[config.mk]
export PLATFORM = sky130hd
export DESIGN_NAME = gpio_bank_ctrl
export DESIGN_NICKNAME = d
export VERILOG_FILES = /design/src/rtl/gpio_bank_pkg.sv /design/src/rtl/gpio_sync.sv /design/src/rtl/gpio_port_a.sv /design/src/rtl/gpio_port_b.sv /design/src/rtl/gpio_bank_ctrl.sv
export SDC_FILE = /design/constraint.sdc
export NUM_CORES = 1
export LEC_CHECK = 0
export BUFFER_PORTS_ARGS = -buffer_cell sky130_fd_sc_hd__buf_2
export CAP_MARGIN = 5
export CORE_AREA = 2 2 130 132
export DETAILED_ROUTE_END_ITERATION = 10
export DIE_AREA = 0 0 132 134
export PLACE_DENSITY_LB_ADDON = 0.08
export SLEW_MARGIN = 20
export SYNTH_ARGS = -nofsm -noshare
export SYNTH_HDL_FRONTEND = slang
export SYNTH_SLANG_ARGS = --single-unit
[constraint.sdc]
create_clock -name clk -period 1.8 [get_ports clk]
set_clock_uncertainty 0.1 [all_clocks]
set_input_delay 0.36 -clock clk [delete_from_list [all_inputs] [get_ports clk]]
set_output_delay 0.36 -clock clk [all_outputs]
set_load 0.1 [all_outputs]
[src/rtl/gpio_bank_pkg.sv]
package gpio_bank_pkg;

  // Register offsets; the data/direction pairing (direction = data + 4) is part of the map
  localparam int OFS_A_DATA = 'h0;
  localparam int OFS_B_DATA = 'h1;
  localparam int OFS_A_DIR  = 'h4;
  localparam int OFS_B_DIR  = 'h5;

  localparam int CFG_BITS = 5;

  // Configuration register, bit 0 at the bottom
  typedef struct packed {
    logic tmr_take;   // bit 4: port B pin 7 driven by timer compare
    logic spare;      // bit 3: storage only
    logic pb_pd_en;   // bit 2: port B pull-downs
    logic pb_wk_en;   // bit 1: port B wake-up
    logic bank_sel;   // bit 0: port A alternate bank
  } cfg_t;

endpackage

[src/rtl/gpio_sync.sv]
module gpio_sync #(
  parameter int W = 8
) (
  input  logic         clk,
  input  logic         rst_n,
  input  logic [W-1:0] din,
  output logic [W-1:0] dout
);
  logic [W-1:0] meta_q;
  logic [W-1:0] stab_q;

  always_ff @(posedge clk or negedge rst_n) begin
    if (!rst_n) begin
      meta_q <= '0;
      stab_q <= '0;
    end else begin
      meta_q <= din;
      stab_q <= meta_q;
    end
  end

  assign dout = stab_q;
endmodule

[src/rtl/gpio_port_a.sv]
module gpio_port_a #(
  parameter int W = 8
) (
  input  logic         clk,
  input  logic         rst_n,
  input  logic         bank_sel,
  input  logic         wr_data,
  input  logic         wr_dir,
  input  logic [W-1:0] wdata,
  input  logic [W-1:0] pin_sync,
  output logic [W-1:0] pad_out,
  output logic [W-1:0] pad_oe,
  output logic [W-1:0] pad_pd,
  output logic [W-1:0] rd_data,
  output logic [W-1:0] rd_dir,
  output logic         wake
);
  logic [W-1:0] latch_q;
  logic [W-1:0] dir_q;
  logic [W-1:0] wken_q;
  logic [W-1:0] pden_q;

  // Output latch has no reset: its contents survive a reset
  always_ff @(posedge clk) begin
    if (wr_data && !bank_sel) latch_q <= wdata;
  end

  always_ff @(posedge clk or negedge rst_n) begin
    if (!rst_n) begin
      dir_q  <= '0;
      wken_q <= '0;
      pden_q <= '0;
    end else begin
      if (wr_dir && !bank_sel) dir_q  <= wdata;
      if (wr_data && bank_sel) wken_q <= wdata;
      if (wr_dir && bank_sel)  pden_q <= wdata;
    end
  end

  assign pad_out = latch_q;
  assign pad_oe  = dir_q;
  assign pad_pd  = pden_q & ~dir_q;

  assign rd_data = bank_sel ? wken_q : ((latch_q & dir_q) | (pin_sync & ~dir_q));
  assign rd_dir  = bank_sel ? pden_q : dir_q;

  // Per-pin wake-up does not look at direction
  assign wake = |(wken_q & pin_sync);
endmodule

[src/rtl/gpio_port_b.sv]
module gpio_port_b #(
  parameter int W       = 8,
  parameter int TMR_PIN = 7
) (
  input  logic         clk,
  input  logic         rst_n,
  input  logic         wr_data,
  input  logic         wr_dir,
  input  logic [W-1:0] wdata,
  input  logic [W-1:0] pin_sync,
  input  logic         wk_en,
  input  logic         pd_en,
  input  logic         tmr_take,
  input  logic         tmr_cmp,
  output logic [W-1:0] pad_out,
  output logic [W-1:0] pad_oe,
  output logic [W-1:0] pad_pd,
  output logic [W-1:0] rd_data,
  output logic [W-1:0] rd_dir,
  output logic         wake
);
  logic [W-1:0] latch_q;
  logic [W-1:0] dir_q;
  logic [W-1:0] wk_hit;

  always_ff @(posedge clk) begin
    if (wr_data) latch_q <= wdata;
  end

  always_ff @(posedge clk or negedge rst_n) begin
    if (!rst_n)      dir_q <= '0;
    else if (wr_dir) dir_q <= wdata;
  end

  for (genvar i = 0; i < W; i++) begin : g_pin
    if (i == TMR_PIN) begin : g_shared
      assign pad_out[i] = tmr_take ? tmr_cmp : latch_q[i];
      assign pad_oe[i]  = tmr_take | dir_q[i];
      assign pad_pd[i]  = pd_en & ~dir_q[i] & ~tmr_take;
      assign wk_hit[i]  = pin_sync[i] & ~dir_q[i] & ~tmr_take;
    end else begin : g_plain
      assign pad_out[i] = latch_q[i];
      assign pad_oe[i]  = dir_q[i];
      assign pad_pd[i]  = pd_en & ~dir_q[i];
      assign wk_hit[i]  = pin_sync[i] & ~dir_q[i];
    end
  end

  assign rd_data = (latch_q & dir_q) | (pin_sync & ~dir_q);
  assign rd_dir  = dir_q;
  assign wake    = wk_en & (|wk_hit);
endmodule

[src/rtl/gpio_bank_ctrl.sv]
module gpio_bank_ctrl
  import gpio_bank_pkg::*;
#(
  parameter int ADDR_W  = 4,
  parameter int PORT_W  = 8,
  parameter int CFG_OFS = 'hC,
  parameter int TMR_PIN = 7
) (
  input  logic              clk,
  input  logic              rst_n,
  input  logic [ADDR_W-1:0] bus_addr,
  input  logic [PORT_W-1:0] bus_wdata,
  input  logic              bus_we,
  output logic [PORT_W-1:0] bus_rdata,
  input  logic [PORT_W-1:0] pa_pin_i,
  output logic [PORT_W-1:0] pa_out_o,
  output logic [PORT_W-1:0] pa_oe_o,
  output logic [PORT_W-1:0] pa_pd_o,
  input  logic [PORT_W-1:0] pb_pin_i,
  output logic [PORT_W-1:0] pb_out_o,
  output logic [PORT_W-1:0] pb_oe_o,
  output logic [PORT_W-1:0] pb_pd_o,
  input  logic              tmr_cmp_i,
  output logic              wake_o
);
  localparam int PAD_BITS = PORT_W - CFG_BITS;

  cfg_t cfg_q;

  logic hit_a_data, hit_b_data, hit_a_dir, hit_b_dir, hit_cfg;
  assign hit_a_data = (bus_addr == ADDR_W'(OFS_A_DATA));
  assign hit_b_data = (bus_addr == ADDR_W'(OFS_B_DATA));
  assign hit_a_dir  = (bus_addr == ADDR_W'(OFS_A_DIR));
  assign hit_b_dir  = (bus_addr == ADDR_W'(OFS_B_DIR));
  assign hit_cfg    = (bus_addr == ADDR_W'(CFG_OFS));

  always_ff @(posedge clk or negedge rst_n) begin
    if (!rst_n)                 cfg_q <= '0;
    else if (bus_we && hit_cfg) cfg_q <= cfg_t'(bus_wdata[CFG_BITS-1:0]);
  end

  logic [PORT_W-1:0] pa_sync, pb_sync;

  gpio_sync #(.W(PORT_W)) u_sync_a (.clk(clk), .rst_n(rst_n), .din(pa_pin_i), .dout(pa_sync));
  gpio_sync #(.W(PORT_W)) u_sync_b (.clk(clk), .rst_n(rst_n), .din(pb_pin_i), .dout(pb_sync));

  logic [PORT_W-1:0] a_rd_data, a_rd_dir, b_rd_data, b_rd_dir;
  logic              a_wake, b_wake;

  gpio_port_a #(.W(PORT_W)) u_port_a (
    .clk      (clk),
    .rst_n    (rst_n),
    .bank_sel (cfg_q.bank_sel),
    .wr_data  (bus_we && hit_a_data),
    .wr_dir   (bus_we && hit_a_dir),
    .wdata    (bus_wdata),
    .pin_sync (pa_sync),
    .pad_out  (pa_out_o),
    .pad_oe   (pa_oe_o),
    .pad_pd   (pa_pd_o),
    .rd_data  (a_rd_data),
    .rd_dir   (a_rd_dir),
    .wake     (a_wake)
  );

  gpio_port_b #(.W(PORT_W), .TMR_PIN(TMR_PIN)) u_port_b (
    .clk      (clk),
    .rst_n    (rst_n),
    .wr_data  (bus_we && hit_b_data),
    .wr_dir   (bus_we && hit_b_dir),
    .wdata    (bus_wdata),
    .pin_sync (pb_sync),
    .wk_en    (cfg_q.pb_wk_en),
    .pd_en    (cfg_q.pb_pd_en),
    .tmr_take (cfg_q.tmr_take),
    .tmr_cmp  (tmr_cmp_i),
    .pad_out  (pb_out_o),
    .pad_oe   (pb_oe_o),
    .pad_pd   (pb_pd_o),
    .rd_data  (b_rd_data),
    .rd_dir   (b_rd_dir),
    .wake     (b_wake)
  );

  always_comb begin
    bus_rdata = '0;
    if (hit_a_data)      bus_rdata = a_rd_data;
    else if (hit_b_data) bus_rdata = b_rd_data;
    else if (hit_a_dir)  bus_rdata = a_rd_dir;
    else if (hit_b_dir)  bus_rdata = b_rd_dir;
    else if (hit_cfg)    bus_rdata = {{PAD_BITS{1'b0}}, cfg_q};
  end

  assign wake_o = a_wake | b_wake;
endmodule

==> impl_metrics.env, run 1 <==
export IMPL_hold_viol=0
export IMPL_setup_tns_ps=-3570
export IMPL_design_area_sq_um=5980
export IMPL_syn2layout_area_growth_pct=61.3
export IMPL_grt_pass1_vias=2891
export IMPL_yosysTopAreaCellShare_pct=46.6
export IMPL_via_per_inst=4.07
export IMPL_drv_slew=0
export IMPL_gp_congestion=0.722
export IMPL_cts_tree="built"
export IMPL_drv_cap=0
export IMPL_dr_pass1_iters=3
export IMPL_grt_util_all_layers_pct=13.2
export IMPL_use_met1_pct=16.9
export IMPL_cpLargestDelayFamily="compound AO/OA/AOI/OAI gates"
export IMPL_async_reset_ff_share_pct=81.2
export IMPL_rsz0062_at_grt="true"
export IMPL_antenna_found_initial=0
export IMPL_synth_edf_count=16
export IMPL_violations="setup timing"
export IMPL_setup_worst_path_start_class="flip-flop"
export IMPL_setup_ws_ps=-537
export IMPL_critical_path_slowest_cell="dfrtp_1"
export IMPL_netlist_instances=289
export IMPL_syn_area_sq_um=3700
export IMPL_cts_num_sinks=85
export IMPL_grt_first_pass_wirelength_mm=17.0
export IMPL_cp_buffers_inverters=2
export IMPL_required_ps=1340
export IMPL_drcViolationCount=0
export IMPL_ios=89
export IMPL_totalWireLength_mm=11.0
export IMPL_avgSynthCellArea_sq_um=12.8
export IMPL_synth_ff_type="dfrtp_1"
export IMPL_initialDrtViolationCount=94
export IMPL_relSlewSlack_pct=66.6
export IMPL_syn_nets=321
export IMPL_path_class="reg2out"
export IMPL_drive_above_1_share_pct=61.5
export IMPL_status="complete, but fails checks"
export IMPL_clock_path_buffers=2
export IMPL_grt_busiest_layer="met2"
export IMPL_clockRootBuffer="clkbuf_16"
export IMPL_dp_hpwl_mm=8.26
export IMPL_overflow=0
export IMPL_placedInstanceArea_sq_um=5340
export IMPL_clk_latency_ps=350
export IMPL_mostFrequentLayoutCells="60 x dfrtp_1, 57 x buf_2, 51 x buf_4, 35 x buf_12, 34 x mux2_2"
export IMPL_worstSetupEndpointType="primary output"
export IMPL_max_freq_mhz=428
export IMPL_grtUsageMet3_pct=3.85
export IMPL_fp_coreArea_sq_um=16300
export IMPL_crit_chain="a22o_1 -> o41ai_2 -> buf_4 -> nand4_1 -> buf_8"
export IMPL_dieHeight_um=134
export IMPL_period_share_pct=130
export IMPL_p_leak_nw=2.58
export IMPL_slowest_delay_ps=390
export IMPL_cts_max_level=3
export IMPL_die_area_sq_um=17700
export IMPL_worstMarginPinSlew_ps=504
export IMPL_vias=2690
export IMPL_mostFrequentLayoutCell="dfrtp_1"
export IMPL_rows=47
export IMPL_numCtsBuffers=9
export IMPL_postRouteAntennaNets=0
export IMPL_io_buffer_count=88
export IMPL_use_met2_pct=20.7
export IMPL_min_path_type="in2reg"
export IMPL_wl_per_cell_um=16.6
export IMPL_antennaDiodeCount=0
export IMPL_synth_seq_cells=85
export IMPL_dieWidth_um=132
export IMPL_ys_warn_count=0
export IMPL_cp_data_arrival_time_ps=1880
export IMPL_ir_drop_uv=538
export IMPL_grt_max_degree=31
export IMPL_synth_area_leaders="dfrtp_1 47%, edfxtp_1 13%, mux2_2 12%, mux2i_1 4.3%, buf_4 3.0%"
export IMPL_yosysUniqueCellTypes=33
export IMPL_setup_viol=17
export IMPL_crit_fanout=2
export IMPL_initial_core_util_pct=22.7
export IMPL_fin_nets=468
export IMPL_cts_clk_slew_worst_paths_ps=60
export IMPL_synth_seq_area_share_pct=59.6
export IMPL_power_density_nw_per_um2=1280
export IMPL_synth_top_area_cell="dfrtp_1"
export IMPL_period_minus_slack_ps=2340
## layer usage
metal | wire length [um] | vias up
met5 | 0 | -
met4 | 210 | 0
met3 | 458 | 14
met2 | 5100 | 62
met1 | 5210 | 1296
li1 | - | 1318
## sequential cells by signal, indices dropped and copies added (netlist names)
signal and cells:
u_sync_b.dout 8, u_sync_a.dout 8, u_sync_b.meta_q 8, u_port_a.pden_q 8, u_port_a.pad_oe 8, u_port_a.wken_q 8
cfg_q 5, u_port_b.latch_q 8, u_port_b.rd_dir 8, u_port_a.pad_out 8, u_sync_a.meta_q 8
## what timing repair did
| item | CTS | global route |
|---|---|---|
| hold buffers | 8 | 0 |
| buffers inserted | 4 | 2 |
| resized for setup | 37 | 15 |
| pin swaps | 11 | 10 |
| endpoints found under the hold margin | 32 | 0 |
| gates cloned | 1 | 0 |
| setup endpoints to repair | 18 | 20 |
## metrics by stage
stage	power, mW	util [%]	instances	setup slack, ps	hold slack, ps
2_1_floorplan	4.54	-	289	-856	-35.6
3_3_place_gp	5.59	32.8	631	-289	235
3_5_place_dp	5.60	32.8	631	-301	235
4_1_cts	7.67	36.3	659	-565	0.256
5_1_grt	7.95	36.7	661	-646	8.74
6_report	7.62	36.7	661	-537	14.4
## cell families after synthesis
logic type / share of synthesized area (%)
muxes: 16.5
buffers and inverters: 5.13
and+or+nand+nor: 11.8
AOI/OAI and AO/OA: 7.06
DFF: 59.6
## layout make-up
cell class	count	area (sq um)
fill	1624	10300
sequential	85	2220
multi-input combinational	173	1610
timing repair buffer	160	1560
tap	220	275
clock buffer	11	243
clock inverter	5	36.3
inverter	7	30.0
## where the power goes
| part | switching [mW] | internal, mW |
|---|---|---|
| registers | 0.174 | 2.19 |
| logic | 2.21 | 1.30 |
| clock network | 0.779 | 0.972 |
| total | 3.16 | 4.46 |
## synthesized netlist by cell type, types with 5 or more instances
cell type   n
clkbuf_1    5
a21oi_1     7
mux2_2     40
nor2b_1    15
o21ai_1     5
nand2_1    22
inv_1       7
mux2i_1    16
o22ai_1     5
a22oi_1    11
nor2_1     12
nand3_1     5
edfxtp_1   16
dfrtp_1    69
o21ai_0     9
buf_4      15
## worst paths after layout
kind	slack [ps]	cells after the start	startpoint	to
worst min-delay path	10	1	pb_pin_i[3]	u_sync_b.meta_q[3]
worst max register to register	200	5	cfg_q[0]	u_port_a.pad_oe[1]
max in group asynchronous	660	3	rst_n	u_sync_b.meta_q[4]
worst min register to register	250	0	u_sync_b.meta_q[7]	u_sync_b.dout[7]
min in group asynchronous	390	2	rst_n	u_port_b.rd_dir[2]
worst max-delay path	-540	5	u_sync_b.dout[2]	wake_o
Power figures use the tool's default switching activity.
==> inputs of run 2 (changes only) <==
--- a/config.mk
+++ b/config.mk
@@ -7,10 +7,12 @@
 export LEC_CHECK = 0
 export BUFFER_PORTS_ARGS = -buffer_cell sky130_fd_sc_hd__buf_2
 export CAP_MARGIN = 5
-export CORE_AREA = 2 2 130 132
+export CORE_AREA = 2 2 119 145
+export CTS_BUF_LIST = sky130_fd_sc_hd__clkbuf_16
 export DETAILED_ROUTE_END_ITERATION = 10
-export DIE_AREA = 0 0 132 134
+export DIE_AREA = 0 0 121 147
 export PLACE_DENSITY_LB_ADDON = 0.08
+export SKIP_CTS_REPAIR_TIMING = 1
 export SLEW_MARGIN = 20
 export SYNTH_ARGS = -nofsm -noshare
 export SYNTH_HDL_FRONTEND = slang
==> run 2 against run 1 <==
Net effect:
- the flow still finishes with violations (setup timing)
- via count decreased by 1.4%
- count of clock-buffer cells in the layout shrank 2
- hold slack gained 7.9 ps
- critical path type unchanged
==> impl_metrics.env, run 2 (same netlist as run 1, synthesis figures left out) <==
export IMPL_status="complete, but fails checks"
export IMPL_violations="setup timing"
export IMPL_drcViolationCount=0
export IMPL_grt_first_pass_wirelength_mm=16.6
export IMPL_rows=52
export IMPL_p_leak_nw=2.54
export IMPL_cts_tree="built"
export IMPL_power_density_nw_per_um2=1300
export IMPL_placedInstanceArea_sq_um=5300
export IMPL_crit_fanout=2
export IMPL_worstMarginPinSlew_ps=492
export IMPL_totalWireLength_mm=10.9
export IMPL_dp_hpwl_mm=8.24
export IMPL_setup_viol=10
export IMPL_cts_num_sinks=85
export IMPL_design_area_sq_um=5880
export IMPL_grt_pass1_vias=2771
export IMPL_cp_data_arrival_time_ps=1810
export IMPL_max_freq_mhz=440
export IMPL_setup_ws_ps=-473
export IMPL_worst_hold_slack_ps=22.3
export IMPL_initial_core_util_pct=22.5
export IMPL_cts_max_level=3
export IMPL_period_minus_slack_ps=2270
export IMPL_wl_per_cell_um=16.8
export IMPL_syn2layout_area_growth_pct=58.6
export IMPL_gp_congestion=0.756
export IMPL_fin_nets=460
export IMPL_initialDrtViolationCount=68
export IMPL_via_per_inst=4.09
export IMPL_fp_coreArea_sq_um=16500
export IMPL_clockRootBuffer="clkbuf_16"
export IMPL_drive_above_1_share_pct=60.0
export IMPL_dieWidth_um=121
export IMPL_rsz0062_at_grt="true"
export IMPL_postRouteAntennaNets=0
export IMPL_hold_viol=0
export IMPL_path_class="reg2out"
export IMPL_clock_path_buffers=2
export IMPL_setup_worst_path_start_class="flip-flop"
export IMPL_required_ps=1340
export IMPL_nFillCells=1653
export IMPL_grt_util_all_layers_pct=12.7
export IMPL_vias=2652
export IMPL_relSlewSlack_pct=67.5
export IMPL_period_share_pct=126
export IMPL_clk_latency_ps=340
export IMPL_antenna_found_initial=0
export IMPL_antennaDiodeCount=0
export IMPL_dieHeight_um=147
export IMPL_mostFrequentLayoutCell="dfrtp_1"
export IMPL_drv_cap=0
export IMPL_die_area_sq_um=17800
export IMPL_drv_slew=0
export IMPL_grt_max_degree=32
export IMPL_dr_pass1_iters=4
export IMPL_cts_clk_slew_worst_paths_ps=60
export IMPL_ir_drop_uv=656
export IMPL_min_path_type="in2reg"
export IMPL_mostFrequentLayoutCells="60 x dfrtp_1, 57 x buf_2, 49 x buf_4, 34 x mux2_2, 33 x buf_12"
export IMPL_io_buffer_count=88
export IMPL_worstSetupEndpointType="primary output"
export IMPL_overflow=0
export IMPL_numCtsBuffers=9
export IMPL_ios=89
run 2: cell count changes in the layout (fill, tap and decap cells not counted), moves of 3 or more:
cell           delta
dlygate4sd3_1     -7
mux2i_2           -4
o21ai_2           -4
buf_6             +3
clkinv_1          +3
o21ai_0           +3
run 2: cell type report:
| type | count | area, sq um | share of cell area [%] |
|---|---|---|---|
| Inverter | 7 | 30.0 | 0.511 |
| Tap cell | 216 | 270 | 4.60 |
| Sequential cell | 85 | 2220 | 37.8 |
| Clock inverter | 7 | 66.3 | 1.13 |
| Multi-Input combinational cell | 173 | 1600 | 27.2 |
| Timing Repair Buffer | 152 | 1470 | 25.0 |
| Clock buffer | 9 | 225 | 3.83 |
run 2: report_power, final:
group	switching [mW]	internal, mW	total [mW]
combinational	2.19	1.27	3.46
sequential	0.181	2.20	2.38
clock	0.746	1.06	1.81
run 2: worst paths after layout:
kind	slack [ps]	cells past startpoint	end	start
min in group asynchronous	420	2	u_port_a.pden_q[1]	rst_n
max in group asynchronous	620	3	u_port_a.pad_oe[6]	rst_n
worst min register to register	250	0	u_sync_a.dout[6]	u_sync_a.meta_q[6]
worst max register to register	90	5	u_port_a.pad_out[5]	cfg_q[0]
worst max-delay path	-470	6	wake_o	u_port_b.rd_dir[2]
worst min-delay path	20	1	u_sync_a.meta_q[6]	pa_pin_i[6]
run 2: per-layer routing:
| metal | vias up | part of all wire (%) | global-route usage (%) | wire (um) |
|---|---|---|---|---|
| li1 | 1289 | - | - | - |
| met1 | 1291 | 44 | 16.4 | 4840 |
| met2 | 60 | 50 | 20.4 | 5460 |
| met3 | 12 | 3.9 | 2.48 | 426 |
| met4 | 0 | 1.9 | 5.64 | 211 |
| met5 | - | 0 | 0 | 0 |
run 2: worst max-delay path: stages (launching register included):
cell	delay, ps
dfrtp_1	360
inv_2	40
a22o_1	230
o41ai_2	270
buf_4	170
nand4_1	170
buf_8	240
run 2: through the flow:
| step | setup TNS, ps | std cells | total power, mW | util (%) | setup slack, ps |
|---|---|---|---|---|---|
| 5_1_grt | -4640 | 649 | 7.97 | 35.7 | -551 |
| 2_1_floorplan | -6930 | 289 | 4.54 | - | -856 |
| 3_5_place_dp | -5960 | 624 | 5.59 | 32.2 | -339 |
| 4_1_cts | -5610 | 640 | 7.44 | 34.0 | -643 |
| 6_report | -3660 | 649 | 7.65 | 35.7 | -473 |
| 3_3_place_gp | -6100 | 624 | 5.57 | 32.2 | -329 |
